$ cat config.mk
export PLATFORM = sky130hd
export DESIGN_NAME = insn_len_stage
export DESIGN_NICKNAME = d
export VERILOG_FILES = /design/src/rtl/insn_len_stage.sv
export SDC_FILE = /design/constraint.sdc
export NUM_CORES = 1
export LEC_CHECK = 0
export ABC_CLOCK_PERIOD_IN_PS = 5100
export BUFFER_PORTS_ARGS = -buffer_cell sky130_fd_sc_hd__buf_2
export CAP_MARGIN = 15
export CORE_MARGIN = 1
export CORE_UTILIZATION = 23
export DETAILED_ROUTE_END_ITERATION = 7
export PLACE_DENSITY = 0.53
export SKIP_CTS_REPAIR_TIMING = 1
export SYNTH_ARGS = -nofsm -noshare
export SYNTH_HDL_FRONTEND = slang
export SYNTH_SLANG_ARGS = --single-unit
export TNS_END_PERCENT = 10
$ cat constraint.sdc
create_clock -name clk -period 5.1 [get_ports clk]
set_clock_uncertainty 0.1 [all_clocks]
set_input_delay 0.255 -clock clk [delete_from_list [all_inputs] [get_ports clk]]
set_output_delay 0.255 -clock clk [all_outputs]
set_load 0.03 [all_outputs]
$ cat src/rtl/insn_len_stage.sv
module insn_len_stage #(
  parameter int AW = 32,
  parameter logic [AW-1:0] RESET_PC = AW'('h100)
) (
  input  logic          clk,
  input  logic          rst_n,
  input  logic          cmp_en,
  input  logic          redir_valid,
  input  logic [AW-1:0] redir_src,
  input  logic [AW-1:0] redir_target,
  input  logic          hw_valid,
  input  logic [15:0]   hw_data,
  output logic          hw_ready,
  output logic          out_valid,
  input  logic          out_ready,
  output logic [31:0]   out_insn,
  output logic [AW-1:0] out_pc,
  output logic [AW-1:0] out_next_pc,
  output logic          out_short,
  output logic          out_illegal,
  output logic          out_misalign
);

  localparam logic [AW-1:0] STEP16 = AW'(2);
  localparam logic [AW-1:0] STEP32 = AW'(4);

  logic [AW-1:0] pc_q;
  logic          lo_vld_q;
  logic [15:0]   lo_q;
  logic          halt_q;

  logic take, short_enc, tgt_bad, slot_free;

  assign slot_free = !out_valid || out_ready;
  assign hw_ready  = !halt_q && !redir_valid && slot_free;
  assign take      = hw_valid && hw_ready;
  assign short_enc = hw_data[1:0] != 2'b11;
  assign tgt_bad   = cmp_en ? redir_target[0] : (redir_target[1:0] != 2'b00);

  always_ff @(posedge clk) begin
    if (!rst_n) begin
      pc_q         <= RESET_PC;
      lo_vld_q     <= 1'b0;
      lo_q         <= '0;
      halt_q       <= 1'b0;
      out_valid    <= 1'b0;
      out_insn     <= '0;
      out_pc       <= '0;
      out_next_pc  <= '0;
      out_short    <= 1'b0;
      out_illegal  <= 1'b0;
      out_misalign <= 1'b0;
    end else if (redir_valid) begin
      lo_vld_q <= 1'b0;
      if (tgt_bad) begin
        halt_q       <= 1'b1;
        out_valid    <= 1'b1;
        out_insn     <= '0;
        out_pc       <= redir_src;
        out_next_pc  <= redir_target;
        out_short    <= 1'b0;
        out_illegal  <= 1'b0;
        out_misalign <= 1'b1;
      end else begin
        halt_q    <= 1'b0;
        out_valid <= 1'b0;
        pc_q      <= redir_target;
      end
    end else begin
      if (out_valid && out_ready) out_valid <= 1'b0;
      if (take) begin
        if (lo_vld_q) begin
          lo_vld_q     <= 1'b0;
          out_valid    <= 1'b1;
          out_insn     <= {hw_data, lo_q};
          out_pc       <= pc_q;
          out_next_pc  <= pc_q + STEP32;
          out_short    <= 1'b0;
          out_illegal  <= 1'b0;
          out_misalign <= 1'b0;
          pc_q         <= pc_q + STEP32;
        end else if (short_enc) begin
          out_valid    <= 1'b1;
          out_insn     <= {16'h0000, hw_data};
          out_pc       <= pc_q;
          out_short    <= 1'b1;
          out_misalign <= 1'b0;
          if (cmp_en) begin
            out_next_pc <= pc_q + STEP16;
            out_illegal <= 1'b0;
            pc_q        <= pc_q + STEP16;
          end else begin
            out_next_pc <= pc_q;
            out_illegal <= 1'b1;
            halt_q      <= 1'b1;
          end
        end else begin
          lo_vld_q <= 1'b1;
          lo_q     <= hw_data;
        end
      end
    end
  end

  AST_HOLD_RECORD: assert property (@(posedge clk) disable iff (!rst_n)
    out_valid && !out_ready && !redir_valid |=> out_valid && $stable(out_insn) && $stable(out_pc));
  AST_STALL_INPUT: assert property (@(posedge clk) disable iff (!rst_n)
    out_valid && !out_ready |-> !hw_ready);
  AST_FAULT_BLOCKS: assert property (@(posedge clk) disable iff (!rst_n)
    out_valid && (out_illegal || out_misalign) |-> !hw_ready);
  AST_ONE_FAULT: assert property (@(posedge clk) disable iff (!rst_n)
    $onehot0({out_illegal, out_misalign}));
  AST_LEN_MATCH: assert property (@(posedge clk) disable iff (!rst_n)
    out_valid && !out_misalign |-> out_short == (out_insn[1:0] != 2'b11));
  AST_SHORT_UPPER: assert property (@(posedge clk) disable iff (!rst_n)
    out_valid && out_short |-> out_insn[31:16] == 16'h0000);
  AST_NEXT_ADDR: assert property (@(posedge clk) disable iff (!rst_n)
    out_valid && !out_illegal && !out_misalign |->
      out_next_pc == out_pc + (out_short ? STEP16 : STEP32));

endmodule

==> run_results.csv <==
group,metric,value,unit
status,status,"finished, violations left",
status,violations,"negative hold slack",
setup_path,ff2ff_path_depth,6,
cts,tritoncts.num_buffers,17,
sta,tns,0,ns
setup_path,crit_buf_inv,1,
cts,cts_tree,"yes",
logic_synthesis,ys_types,70,
setup_path,endpoint_kind,"register",
sta,clock.fmax,373.5,MHz
route,firstDrtPassIters,5,
logic_synthesis,synth_edf_count,0,
global_route,use_met2,0.2264,
job,cap_violations,0,
placement,hpwl,18290,um
logic_synthesis,async_reset_ff_frac,0,
setup_path,required,5.37,ns
sta,finalHoldViolCount,13,
setup_path,reg2reg_from,"lo_vld_q$_SDFFE_PP0P_",
logic_synthesis,netlist_area,7188,um2
setup_path,reg2reg_to,"pc_q[27]$_SDFFE_PN0P_",
setup_path,cp_num_cells,6,
sta,rsz0062_at_grt,"false",
setup_path,path_class,"reg -> reg",
placement,placed_cells,1375,
worst_hold_path,hold_path_class,"in -> reg",
global_route,grt_max_degree,99,
sta,min_period_over_period,0.5250,
placement,gp_congestion,0.8110,
setup_path,crit_family,"simple AND/OR/NAND/NOR gates",
setup_path,critPathMaxStageDelay,0.66,ns
global_route,grt.met1_usage,0.2356,
finish,fin_cells,1420,
logic_synthesis,synth.yosys.seq_area_share,0.4178,
sta,setup_viol,0,
logic_synthesis,syn-num-nets,952,
floorplan,boundaryPins,187,
finish,final_nets,1097,
cts,htree_num_levels,4,
global_route,use_met3,0.03499,
route,vias,7065,
floorplan,die_h,178.8,um
setup_path,cpMaxStageDelayCell,"or4_1",
floorplan,core_area,30670,um2
setup_path,reg2reg_slack,2.42,ns
power,powerDensity,326.3,nW/um2
placement,port_buffers,186,
sta,worst_slew_margin_rel,0.2536,
finish,area_growth,26.25,%
floorplan,die_w,178.8,um
setup_path,critical_path.startpoint,"lo_vld_q$_SDFFE_PP0P_",
setup_path,path_cells,"buf_4 > and2_1 > o211ai_1 > or4_1 > a21oi_1 > o211a_1",
route,avgRoutedWirePerCell,18.09,um
cts,cts_buffer_depth,2,
sta,min_period,2.677,ns
logic_synthesis,ys_seq_elements,150,
global_route,grtUsageTotal,0.1598,
power,peakVddDrop,0.0001961,V
cts,clk_latency,0.43,ns
logic_synthesis,yosys_warnings,0,
sta,slew_violations,0,
cts,root_buffer,"clkbuf_16",
route,drtAntennaViolNets,0,
floorplan,num_rows,64,
finish,drive_above_1_share,0.2427,
sta,tightest_slew,1.117,ns
setup_path,cp.arrival,2.95,ns
logic_synthesis,synth_flop_cell,"dfxtp_1",
cts,clock-sinks,150,
route,routed_wl,25690,um
setup_path,critPathMaxFanout,30,
setup_path,worstSetupEndpoint,"pc_q[27]$_SDFFE_PN0P_",
floorplan,initial_core_util,0.2344,
power,p_leak,3.664,nW
sta,hold_slack,-0.02201,ns
route,drtIter0Drc,569,
route,route.detailed.drc,0,
logic_synthesis,synth_cells,864,
floorplan,die_area,31960,um2
global_route,gr-total-overflow,0,
global_route,grt_pass1_wl,39120,um
setup_path,critPathLaunchType,"register",
logic_synthesis,syn_area_per_cell,8.320,um2
global_route,grt_busiest_layer,"met1",
global_route,antenna_found_initial,2,
global_route,grt_pass1_vias,6561,
route,viasPerCell,4.975,
cts,path_clk_slew,0.06,ns
[synth_stat cells (8+ instances only)]
| master | count | area, um2 |
|---|---|---|
| o22ai_1 | 8 | 50.05 |
| a221oi_1 | 30 | 262.8 |
| a21oi_1 | 80 | 400.4 |
| nand4_1 | 11 | 68.82 |
| nand3_1 | 46 | 230.2 |
| buf_2 | 19 | 95.09 |
| nor2b_1 | 12 | 75.07 |
| mux2i_1 | 51 | 510.5 |
| nor2_1 | 84 | 315.3 |
| a211oi_1 | 9 | 67.56 |
| o211ai_1 | 11 | 82.58 |
| nor4_1 | 9 | 56.30 |
| nor3b_1 | 27 | 202.7 |
| o21ai_0 | 19 | 95.09 |
| o31ai_1 | 11 | 82.58 |
| nand2_1 | 95 | 356.6 |
| clkbuf_1 | 52 | 195.2 |
| and3_1 | 9 | 56.30 |
| dfxtp_1 | 150 | 3003 |
| nor3_1 | 26 | 130.1 |
[state kept, by name, summed over array words and instances, names as in the netlist]
signal        flops
out_next_pc      32
out_misalign      1
out_illegal       1
halt_q            1
pc_q             32
out_insn         32
lo_vld_q          1
out_valid         1
lo_q             16
out_short         1
out_pc           32
[worst min-delay path by stage]
stage / depth (start not counted) / end / from / slack (ns)
floorplan: 2 / lo_q[10]$_SDFFE_PN0P_ / hw_data[10] / 0.30
global placement: 2 / lo_q[0]$_SDFFE_PN0P_ / lo_q[0]$_SDFFE_PN0P_ / 0.33
detailed placement: 2 / lo_q[0]$_SDFFE_PN0P_ / lo_q[0]$_SDFFE_PN0P_ / 0.34
CTS: 3 / out_pc[12]$_SDFFE_PN0P_ / redir_src[12] / -0.04
global route: 3 / out_pc[23]$_SDFFE_PN0P_ / redir_src[23] / 0.00003
finish: 3 / out_pc[0]$_SDFFE_PN0P_ / redir_src[0] / -0.02
[cell families (layout without fill, tap and decap cells)]
kind of cell / after synthesis / after routing / synth area share
compound gates: 206 / 206 / 0.1904
xor+xnor: 5 / 5 / 0.006092
fa+ha+maj: 2 / 2 / 0.003481
buf+inv: 87 / 245 / 0.05117
flops: 150 / 150 / 0.4178
mux: 56 / 56 / 0.07885
other cells: 0 / 2 / 0
simple gates: 358 / 358 / 0.2522
[cell type report]
cell class	instances	area [um2]
antenna	2	5.005
tap	396	495.5
sequential	150	3003
multi-input combinational	627	3836
clock inverter	12	123.9
inverter	6	23.77
fill	3313	21590
timing repair buffer	207	1131
clock buffer	20	456.7
[per-layer routing]
metal  vias up  part of all wire  wire, um
met5         -                 0         0
met4         0             0.017       438
met3        27             0.065      1659
met2       253              0.44     11210
met1      3340              0.48     12380
li1       3445                 -         -
[worst reg2reg max path, cell delays in order (launching register included)]
cell and delay [ns]:
dfxtp_1 0.32, buf_4 0.37, and2_1 0.44, o211ai_1 0.39
or4_1 0.66, a21oi_1 0.19, o211a_1 0.15
[per-stage QoR]
step                      hold slack, ns  worst slack (ns)  power, mW  area [um2]    util
after global routing          0.00003442             2.287      3.077        9075  0.2959
after global placement            0.3327             2.252      1.715        8379  0.2732
after detailed placement          0.3368             2.194      1.716        8379  0.2732
after floorplan                   0.2989             2.580      1.561        7188       -
final                           -0.02201             2.423      2.961        9075  0.2959
after CTS                       -0.03996             2.461      2.985        8960  0.2921
[cells in the final DEF, fill, tap and decap left out, drive strengths merged, types with 13 or more instances in the layout]
cell type and n:
nor3b 27, nand4 13, a21oi 80, buf 196, o21ai 21, mux2i 51, nand3 47, dfxtp 150
nor3 26, a221oi 30, nor2 84, nand2 96, clkbuf 20
[report_power, final]
part           leakage, nW  switching [mW]  internal, mW  total [mW]
clock                0.290           0.520         0.745        1.27
combinational         2.15           0.278         0.142       0.421
sequential            1.22          0.0515          1.22        1.28
total                 3.66           0.850          2.11        2.96
No activity file was read; power rests on OpenSTA's default activity.
